**src/rtl/ccg_pkg.sv**
```systemverilog
package ccg_pkg;

  // Level of the uncontrolled reference clock held inside the block.
  typedef enum logic {
    PH_LOW  = 1'b0,
    PH_HIGH = 1'b1
  } phase_e;

  // Transitions granted to the controlled clock at one input edge.
  typedef struct packed {
    logic rise_go;
    logic fall_go;
  } edge_evt_t;

endpackage

```
**src/rtl/ccg_rst_sync.sv**
```systemverilog
module ccg_rst_sync #(
  parameter int STAGES = 2
) (
  input  logic clk,
  input  logic rst_n,
  output logic rst_q
);

  logic [STAGES-1:0] sync_q;

  always_ff @(posedge clk or negedge rst_n) begin
    if (!rst_n) begin
      sync_q <= '0;
    end else begin
      sync_q <= {sync_q[STAGES-2:0], 1'b1};
    end
  end

  assign rst_q = sync_q[STAGES-1];

endmodule

```
**src/rtl/ccg_phase.sv**
```systemverilog
module ccg_phase
  import ccg_pkg::*;
(
  input  logic   clk,
  input  logic   rst_n,
  output phase_e phase_q
);

  phase_e phase_d;

  always_comb begin
    if (phase_q == PH_LOW) begin
      phase_d = PH_HIGH;
    end else begin
      phase_d = PH_LOW;
    end
  end

  always_ff @(posedge clk or negedge rst_n) begin
    if (!rst_n) begin
      phase_q <= PH_LOW;
    end else begin
      phase_q <= phase_d;
    end
  end

endmodule

```
**src/rtl/ccg_edge_gate.sv**
```systemverilog
module ccg_edge_gate
  import ccg_pkg::*;
#(
  parameter int HOLD_LANES = 4
) (
  input  logic                  clk,
  input  logic                  rst_n,
  input  phase_e                phase_q,
  input  logic                  rise_en,
  input  logic                  fall_en,
  output logic                  ctl_q,
  output logic [HOLD_LANES-1:0] hold_q,
  output edge_evt_t             evt
);

  logic ctl_d;
  logic ctl_ce;
  logic hold_d;

  // The current phase names the reference transition taken at this edge.
  always_comb begin
    evt.rise_go = (phase_q == PH_LOW)  && rise_en && !ctl_q;
    evt.fall_go = (phase_q == PH_HIGH) && fall_en &&  ctl_q;
    ctl_ce      = evt.rise_go || evt.fall_go;
    ctl_d       = evt.rise_go;
    hold_d      = !ctl_ce;
  end

  always_ff @(posedge clk or negedge rst_n) begin
    if (!rst_n) begin
      ctl_q <= 1'b0;
    end else if (ctl_ce) begin
      ctl_q <= ctl_d;
    end
  end

  // One flop per lane, so each latch group gets a local copy of the hold.
  for (genvar g = 0; g < HOLD_LANES; g++) begin : g_hold_lane
    always_ff @(posedge clk or negedge rst_n) begin
      if (!rst_n) begin
        hold_q[g] <= 1'b1;
      end else begin
        hold_q[g] <= hold_d;
      end
    end
  end

endmodule

```
**src/rtl/ccg_cycle_cnt.sv**
```systemverilog
module ccg_cycle_cnt #(
  parameter int CNT_W = 32
) (
  input  logic             clk,
  input  logic             rst_n,
  input  logic             inc,
  output logic [CNT_W-1:0] count_q
);

  localparam logic [CNT_W-1:0] ONE = {{(CNT_W-1){1'b0}}, 1'b1};

  logic [CNT_W-1:0] count_d;

  always_comb begin
    count_d = count_q + ONE;
  end

  always_ff @(posedge clk or negedge rst_n) begin
    if (!rst_n) begin
      count_q <= '0;
    end else if (inc) begin
      count_q <= count_d;
    end
  end

endmodule

```
**src/rtl/ctl_clock_gen.sv**
```systemverilog
module ctl_clock_gen
  import ccg_pkg::*;
#(
  parameter int CNT_W      = 32,
  parameter int HOLD_LANES = 4
) (
  input  logic                  clk_2x,
  input  logic                  rst_n,
  input  logic                  rise_en,
  input  logic                  fall_en,
  output logic                  ref_clk,
  output logic                  ctl_clk,
  output logic [HOLD_LANES-1:0] hold,
  output logic [CNT_W-1:0]      mcycles
);

  logic      rst_q;
  phase_e    phase_q;
  edge_evt_t evt;

  ccg_rst_sync #(.STAGES(2)) u_rst_sync (
    .clk   (clk_2x),
    .rst_n (rst_n),
    .rst_q (rst_q)
  );

  ccg_phase u_phase (
    .clk     (clk_2x),
    .rst_n   (rst_q),
    .phase_q (phase_q)
  );

  ccg_edge_gate #(.HOLD_LANES(HOLD_LANES)) u_gate (
    .clk     (clk_2x),
    .rst_n   (rst_q),
    .phase_q (phase_q),
    .rise_en (rise_en),
    .fall_en (fall_en),
    .ctl_q   (ctl_clk),
    .hold_q  (hold),
    .evt     (evt)
  );

  ccg_cycle_cnt #(.CNT_W(CNT_W)) u_cnt (
    .clk     (clk_2x),
    .rst_n   (rst_q),
    .inc     (evt.rise_go),
    .count_q (mcycles)
  );

  assign ref_clk = (phase_q == PH_HIGH);

endmodule

```
**config.mk**
```make
export PLATFORM = sky130hd
export DESIGN_NAME = ctl_clock_gen
export DESIGN_NICKNAME = d
export VERILOG_FILES = /design/src/rtl/ccg_pkg.sv /design/src/rtl/ccg_rst_sync.sv /design/src/rtl/ccg_phase.sv /design/src/rtl/ccg_edge_gate.sv /design/src/rtl/ccg_cycle_cnt.sv /design/src/rtl/ctl_clock_gen.sv
export SDC_FILE = /design/constraint.sdc
export NUM_CORES = 1
export LEC_CHECK = 0
export BUFFER_PORTS_ARGS = -buffer_cell sky130_fd_sc_hd__buf_2
export CAP_MARGIN = 5
export CORE_MARGIN = 2
export CORE_UTILIZATION = 45
export DETAILED_ROUTE_END_ITERATION = 16
export GPL_TIMING_DRIVEN = 0
export HOLD_SLACK_MARGIN = 0.08
export PLACE_DENSITY = 0.72
export SLEW_MARGIN = 20
export SYNTH_ARGS = -nofsm -noshare
export SYNTH_HDL_FRONTEND = slang
export SYNTH_HIERARCHICAL = 1
export SYNTH_SLANG_ARGS = --single-unit
```
**constraint.sdc**
```tcl
create_clock -name clk_2x -period 2.65 [get_ports clk_2x]
set_input_delay 0.3975 -clock clk_2x [delete_from_list [all_inputs] [get_ports clk_2x]]
set_output_delay 0.3975 -clock clk_2x [all_outputs]
set_load 0.005 [all_outputs]
```
==> out/qor.log, run 1 <==
qor: cells_and_area.area_growth_syn_to_layout 21.90%
qor: cells_and_area.num_antenna_cells 0
qor: worst_setup_path.worst-endpoint-required 2.82 ns
qor: die.dieHeight 64.68 um
qor: worst_setup_path.slowest_delay 0.79 ns
qor: power_and_ir_drop.power.density_cell_area 619.7 nW/um2
qor: clocking.cts.sink_count 37
qor: logic_synthesis.synth_top_area_share 54.38%
qor: cells_and_area.filler_cell_count 323
qor: worst_setup_path.worstRegToRegCells 6
qor: sta.setup-tns-final 0 ns
qor: sta.drv_slew 0
qor: sta.timing.clock.skew 0.005076 ns
qor: global_route.grt_remaining_overflow 0
qor: placed_design.dp_hpwl 2.343 mm
qor: power_and_ir_drop.total_leakage_power 0.001019 uW
qor: cells_and_area.final_common_cell buf_2
qor: clocking.root_buffer clkbuf_8
qor: worst_setup_path.critical_path.top_delay_family simple AND/OR/NAND/NOR gates
qor: die.core_area 3606 um2
qor: worst_setup_path.start_kind flip-flop
qor: logic_synthesis.post_synthesis_net_count 145
qor: global_route.grt_max_degree 36
qor: global_route.number_of_global_route_vias_before_repair 1241
qor: worst_setup_path.timing.critical_path.fanout_max 6
qor: drt.detailedRoute.firstIterationViolations 37
qor: sta.layout_worst_path_cycle_share 84.07%
qor: cells_and_area.final_area 2019 um2
qor: power_and_ir_drop.power 1251 uW
qor: die.die_area 4183 um2
qor: drt.drt_pass1_iterations 4
qor: placed_design.globalplace.congestion 0.8137
qor: worst_setup_path.regToRegSetupSlack 0.42 ns
qor: sta.post-route-min-period 2.228 ns
qor: worst_setup_path.cp.buffers_inverters 1
qor: clocking.cts-htree-levels 2
qor: clocking.clockBufferDepth 2
qor: sta.rsz_0062_raised_after_global_routing false
qor: clocking.tritoncts built
qor: drt.drc 0
qor: hold_path.worst_hold_path_type flip-flop to asynchronous set/reset pin
qor: cells_and_area.fin_nets 194
qor: placed_design.io_buffer_count 41
qor: sta.hold_viol 0
qor: drt.routed_wire_length_per_instance 13.14 um
qor: power_and_ir_drop.irDropWorstVdd 0.0003349 V
qor: logic_synthesis.ys_types 26
qor: worst_setup_path.worst_r2r_startpoint u_phase/phase_q$_DFF_PN0_
qor: logic_synthesis.syn-mean-instance-area 11.83 um2
qor: cells_and_area.post_layout_nonfiller_instances 237
qor: drt.viasPerCell 5.089
qor: logic_synthesis.cell_count_after_synthesis 140
qor: logic_synthesis.synth.area.top_cells dfrtp_1 54%, xnor2_1 10%, xor2_1 6.3%
qor: status.run_status completed
qor: die.die_w 64.68 um
qor: drt.routed-via-count 1206
qor: sta.max_slew_margin 39.88%
qor: worst_setup_path.r2r_end u_cnt/count_q[27]$_DFFE_PN0P_
qor: run.max_cap_violations 0
qor: clocking.clock_insertion_delay_worst_skew 0.29 ns
qor: logic_synthesis.synth_top_area_cell dfrtp_1
qor: logic_synthesis.synth_seq_area_share 55.97%
qor: worst_setup_path.cp-startpoint u_phase/phase_q$_DFF_PN0_
qor: global_route.groute.usage.overall 17.04%
qor: logic_synthesis.ys_seq_elements 37
qor: global_route.antenna_found_initial 0
qor: placed_design.post-place-cells 229
qor: sta.timing.fmax 448.9 MHz
qor: sta.count_of_final_setup_violators 0
qor: clocking.cts_inserted_buffers 5
qor: logic_synthesis.total_of_warnings_raised_by_yosys 6
qor: die.pin_count 42
qor: clocking.clk_pin_slew 0.06 ns
qor: worst_setup_path.timing.setup.critical_path_class flip-flop to flip-flop
qor: logic_synthesis.synth.cell_area 1657 um2
qor: worst_setup_path.cp_data_arrival_time 2.40 ns
qor: cells_and_area.drive_gt1_share 32.28%
qor: cells_and_area.mostFrequentLayoutCells 41 x buf_2, 35 x dfrtp_1, 19 x xnor2_1
qor: global_route.grt_pass1_wl 5.416 mm
qor: drt.route.final.wire_length 3.114 mm
qor: sta.worst_pin_slew 0.8936 ns
qor: drt.final_antenna_net_count 0
qor: die.initial_core_utilization 45.94%
qor: worst_setup_path.end_kind flip-flop
qor: placed_design.postPlaceCellArea 1923 um2
qor: worst_setup_path.path_cells nor3b_2 > buf_4 > nand4_4 > nor4_1 > nand4_1 > xnor2_1
qor: die.num_rows 22
qor: worst_setup_path.crit_path_top_delay_cell nor4_1
qor: cells_and_area.finish.utilization 56.00%
-- power breakdown --
group | switching [uW] | leakage, uW | internal (uW) | total [uW]
logic | 76.6 | 0.000486 | 89.8 | 166
clock network | 182 | 0.0000443 | 206 | 388
registers | 81.2 | 0.000489 | 615 | 697
total | 340 | 0.00102 | 911 | 1250
-- Yosys cell counts --
library cell / instances
dfrtp_1: 36
xnor2_1: 19
xor2_1: 12
nand2_1: 11
nand4_1: 10
nand3_1: 9
nor3_1: 5
and3_1: 4
buf_4: 4
inv_1: 4
nor2_1: 4
nor4_1: 4
and4_1: 3
and2_1: 2
nor4_2: 2
a22o_1: 1
and3_4: 1
and4_2: 1
conb_1: 1
dfstp_2: 1
ha_1: 1
mux2_2: 1
nand4_4: 1
nor3b_1: 1
nor3b_2: 1
or4_4: 1
-- per-stage QoR --
stage	worst slack, ns	hold WS (ns)
floorplan	0.7074	0.1019
global placement	0.4402	0.1822
detailed placement	0.3990	0.1832
CTS	0.4435	0.3572
global route	0.1684	0.3760
finish	0.4223	0.3345
-- cell families (layout without fill, tap and decap cells) --
logic type	count (synthesis)	count (layout)	share of synthesized area (%)
AO/OA/AOI/OAI	1	1	0.5288
XOR/XNOR	31	31	16.39
adder cells (fa/ha/maj)	1	1	0.7552
buffers and inverters	8	57	2.719
flip-flops	37	37	55.97
multiplexers	1	1	0.6797
other	1	1	0.2264
AND/OR/NAND/NOR	60	60	22.73
-- metal layers --
metal  vias up  wire length [um]  global-route usage (%)
met5         -                 0                       0
met4         0                49                   6.383
met3         5               118                   4.861
met2        25              1608                   29.95
met1       595              1337                   19.70
li1        581                 -                       -
-- cell type report --
class	instances	area [um2]	area share, %
Inverter	4	15.01	0.7435
Multi-Input combinational cell	95	684.4	33.89
Clock buffer	7	86.33	4.275
Tap cell	48	60.06	2.974
Sequential cell	37	928.4	45.97
Buffer	4	30.03	1.487
Timing Repair Buffer	42	215.2	10.66
-- worst max-delay path by stage --
stage,depth (start not counted),endpoint
final,6,u_cnt/count_q[27]$_DFFE_PN0P_
after detailed placement,7,u_cnt/count_q[31]$_DFFE_PN0P_
after global placement,7,u_cnt/count_q[27]$_DFFE_PN0P_
after floorplan,6,u_cnt/count_q[23]$_DFFE_PN0P_
after CTS,6,u_cnt/count_q[31]$_DFFE_PN0P_
after global routing,6,u_cnt/count_q[31]$_DFFE_PN0P_
-- state kept, by name, indices dropped and copies added (netlist names) --
register,count
u_phase/phase_q,1
u_cnt/count_q,32
u_gate/ctl_q,1
u_rst_sync/sync_q,2
u_gate/hold_q,1
-- timing repair --
item	in CTS	in global routing
resized for setup	0	0
endpoints found under the hold margin	2	0
buffers inserted	0	0
hold buffers	1	0
(Power assumes the default switching activity.)
==> run 2, diff against run 1 <==
--- a/config.mk
+++ b/config.mk
@@ -5,6 +5,7 @@
 export SDC_FILE = /design/constraint.sdc
 export NUM_CORES = 1
 export LEC_CHECK = 0
+export ABC_AREA = 1
 export BUFFER_PORTS_ARGS = -buffer_cell sky130_fd_sc_hd__buf_2
 export CAP_MARGIN = 5
 export CORE_MARGIN = 2
@@ -12,7 +13,7 @@
 export DETAILED_ROUTE_END_ITERATION = 16
 export GPL_TIMING_DRIVEN = 0
 export HOLD_SLACK_MARGIN = 0.08
-export PLACE_DENSITY = 0.72
+export PLACE_DENSITY = 0.74
 export SLEW_MARGIN = 20
 export SYNTH_ARGS = -nofsm -noshare
 export SYNTH_HDL_FRONTEND = slang
==> constraint.sdc (replaced) <==
create_clock -name clk_2x -period 1.8 [get_ports clk_2x]
set_input_delay 0.27 -clock clk_2x [delete_from_list [all_inputs] [get_ports clk_2x]]
set_output_delay 0.27 -clock clk_2x [all_outputs]
set_load 0.005 [all_outputs]
==> run 2 against run 1 <==
Highest routed layer unchanged. Clock skew increased by 0.0020 ns. Clock power increased by 93%. Area after synthesis up 19%. Critical path type unchanged. Worst setup slack got worse by 0.24 ns. Global-route usage is 1.9 points higher.
==> out/qor.log, run 2 <==
qor: sta.layout_worst_path_cycle_share 89.82%
qor: logic_synthesis.synth.cell_area 1964 um2
qor: clocking.cts_inserted_buffers 5
qor: worst_setup_path.cp_data_arrival_time 1.80 ns
qor: drt.routed-via-count 1704
qor: sta.post-route-min-period 1.617 ns
qor: cells_and_area.area_growth_syn_to_layout 20.26%
qor: clocking.root_buffer clkbuf_8
qor: sta.rsz_0062_raised_after_global_routing false
qor: placed_design.postPlaceCellArea 2236 um2
qor: drt.final_antenna_net_count 0
qor: cells_and_area.reg_top3 u_cnt/count_q: 32 flops, u_rst_sync/sync_q: 2 flops
qor: logic_synthesis.total_of_warnings_raised_by_yosys 6
qor: power_and_ir_drop.net-switching-power 544.0 uW
qor: sta.drv_slew 0
qor: worst_setup_path.path_depth 11
qor: global_route.groute.usage.overall 18.95%
qor: die.die_w 70.07 um
qor: worst_setup_path.worst-endpoint-required 1.98 ns
qor: clocking.clockBufferDepth 2
qor: sta.hold_viol 0
qor: logic_synthesis.post_synthesis_net_count 255
qor: worst_setup_path.path_cells inv_1 > nand3_1 > inv_1 > buf_4 > inv_2 > nor2_2 > nand3_2 > nor2_4 > nand2_1 > nand2_1 > nand2_1
qor: clocking.cts.sink_count 37
qor: die.initial_core_utilization 46.07%
qor: hold_path.worst_hold_path_type input pin to flip-flop
qor: die.die_area 4910 um2
qor: logic_synthesis.syn-mean-instance-area 7.858 um2
qor: worst_setup_path.timing.setup.critical_path_class flip-flop to flip-flop
qor: placed_design.pre_cts_ws 0.1974 ns
qor: die.num_rows 24
qor: die.pin_count 42
qor: sta.timing.fmax 618.5 MHz
qor: drt.drc 0
qor: global_route.antenna_found_initial 0
qor: cells_and_area.final_common_cell nand2_1
qor: hold_path.number_of_cells_on_the_worst_hold_path 4
qor: cells_and_area.finish.utilization 55.40%
qor: drt.viasPerCell 4.841
qor: die.dieHeight 70.07 um
qor: global_route.grt_max_degree 36
qor: run.max_cap_violations 0
qor: worst_setup_path.timing.critical_path.fanout_max 5
qor: clocking.tritoncts built
qor: global_route.grt_pass1_wl 7.300 mm
qor: worst_setup_path.cp.buffers_inverters 4
qor: sta.count_of_final_setup_violators 0
qor: sta.setup-tns-final 0 ns
qor: power_and_ir_drop.irDropWorstVdd 0.0005739 V
qor: power_and_ir_drop.seq_power_share 49.1%
qor: cells_and_area.mostFrequentLayoutCells 83 x nand2_1, 41 x buf_2, 35 x dfrtp_1
qor: clocking.clk_pin_slew 0.07 ns
qor: logic_synthesis.cell_count_after_synthesis 250
qor: worst_setup_path.crit_path_top_delay_cell dfrtp_1
qor: clocking.clock_insertion_delay_worst_skew 0.29 ns
qor: clocking.cts-htree-levels 2
qor: worst_setup_path.slowest_delay 0.40 ns
qor: sta.max_slew_margin 48.38%
qor: power_and_ir_drop.power_frac_comb 13.8%
qor: cells_and_area.num_antenna_cells 0
qor: clocking.cts-resized-gates 0
qor: placed_design.io_buffer_count 41
qor: power_and_ir_drop.total_leakage_power 0.001180 uW
qor: drt.detailedRoute.firstIterationViolations 101
qor: worst_setup_path.start_kind flip-flop
qor: cells_and_area.largest_register_ff_count 32
qor: global_route.number_of_global_route_vias_before_repair 1631
qor: cells_and_area.fin_nets 304
qor: drt.drt_pass1_iterations 4
qor: status.run_status completed
qor: sta.timing.clock.skew 0.007029 ns
qor: worst_setup_path.critical_path.top_delay_family simple AND/OR/NAND/NOR gates
qor: drt.route.final.wire_length 4.284 mm
qor: sta.worst_pin_slew 0.7743 ns
qor: sta.final_critical_path_setup_slack 0.1832 ns
qor: power_and_ir_drop.power.density_cell_area 856.6 nW/um2
qor: cells_and_area.top_register u_cnt/count_q
qor: power_and_ir_drop.clock_power_share 37.1%
qor: cells_and_area.final_area 2362 um2
qor: worst_setup_path.crit_path_frequent_cell nand2_1
qor: die.core_area 4264 um2
qor: drt.routed_wire_length_per_instance 12.17 um
qor: placed_design.dp_hpwl 3.244 mm
qor: placed_design.globalplace.congestion 0.8540
qor: worst_setup_path.worstRegToRegCells 11
qor: worst_setup_path.end_kind flip-flop
qor: global_route.grt_remaining_overflow 0
qor: cells_and_area.drive_gt1_share 24.33%
qor: power_and_ir_drop.switching_share 26.88%
qor: power_and_ir_drop.internal-power 1480 uW
==> run 2: changes by cell type in the layout (fill, tap and decap cells not counted), sizes merged, moves of 4 or more <==
| cell | before | now |
|---|---|---|
| nand2 | 11 | 86 |
| xnor2 | 19 | 6 |
| inv | 4 | 26 |
| nand3 | 9 | 21 |
| nor4 | 6 | 0 |
| and4 | 4 | 0 |
| and3 | 5 | 0 |
| nand4 | 11 | 2 |
| nand3b | 0 | 6 |
| nor2 | 4 | 45 |
==> run 2: power groups by stage <==
stage / sequential, uW / combinational [uW] / clock [uW]
after floorplan: 999 / 168 / 0
after detailed placement: 1010 / 276 / 0
final: 994 / 280 / 750
after global placement: 1010 / 267 / 0
after global routing: 1010 / 316 / 793
after CTS: 995 / 281 / 764
==> run 2: worst paths after layout <==
check / startpoint / slack, ns / end
max in group asynchronous: u_rst_sync/sync_q[1]$_DFF_PN0_ / 0.96 / u_cnt/count_q[25]$_DFFE_PN0P_
max reg2reg: u_phase/phase_q$_DFF_PN0_ / 0.18 / u_cnt/count_q[29]$_DFFE_PN0P_
min in group asynchronous: rst_n / 0.28 / u_rst_sync/sync_q[1]$_DFF_PN0_
min reg2reg: u_rst_sync/sync_q[1]$_DFF_PN0_ / 0.36 / u_gate/ctl_q$_DFFE_PN0P_
max: u_phase/phase_q$_DFF_PN0_ / 0.18 / u_cnt/count_q[29]$_DFFE_PN0P_
min: rise_en / 0.23 / u_gate/hold_q[2]$_DFF_PN1_
==> run 2: tightest hold or removal path, delay by kind of cell <==
| family | cells | cell delay (ns) |
|---|---|---|
| AND/OR/NAND/NOR | 3 | 0.15 |
| buffers and inverters | 1 | 0.09 |
==> run 2: layout make-up <==
type | instances | area, um2
clock inverter | 1 | 30.03
buffer | 4 | 30.03
timing repair buffer | 42 | 215.2
tap | 52 | 65.06
clock buffer | 7 | 86.33
sequential | 37 | 928.4
inverter | 26 | 97.59
fill | 421 | 1902
multi-input combinational | 183 | 909.6
==> run 2: layer usage <==
layer / global-route usage (%) / vias to the layer above / wire [um]
met4: 8.333 / 0 / 70
met1: 24.07 / 803 / 2000
met3: 3.608 / 7 / 134
met5: 0 / - / 0
li1: - / 863 / -
met2: 31.43 / 31 / 2079
==> run 2: timing repair <==
action,CTS,global route
hold buffers,1,0
endpoints found under the setup margin,0,0
buffers inserted,0,0
hold endpoints to repair,2,0
==> run 2: through the flow <==
| step | hold slack, ns | instances | power, uW |
|---|---|---|---|
| 5_1_grt | 0.2089 | 352 | 2118 |
| 4_1_cts | 0.2112 | 352 | 2040 |
| 6_report | 0.2305 | 352 | 2024 |
| 2_1_floorplan | -0.02559 | 250 | 1168 |
| 3_5_place_dp | 0.05620 | 343 | 1287 |
| 3_3_place_gp | 0.05605 | 343 | 1274 |
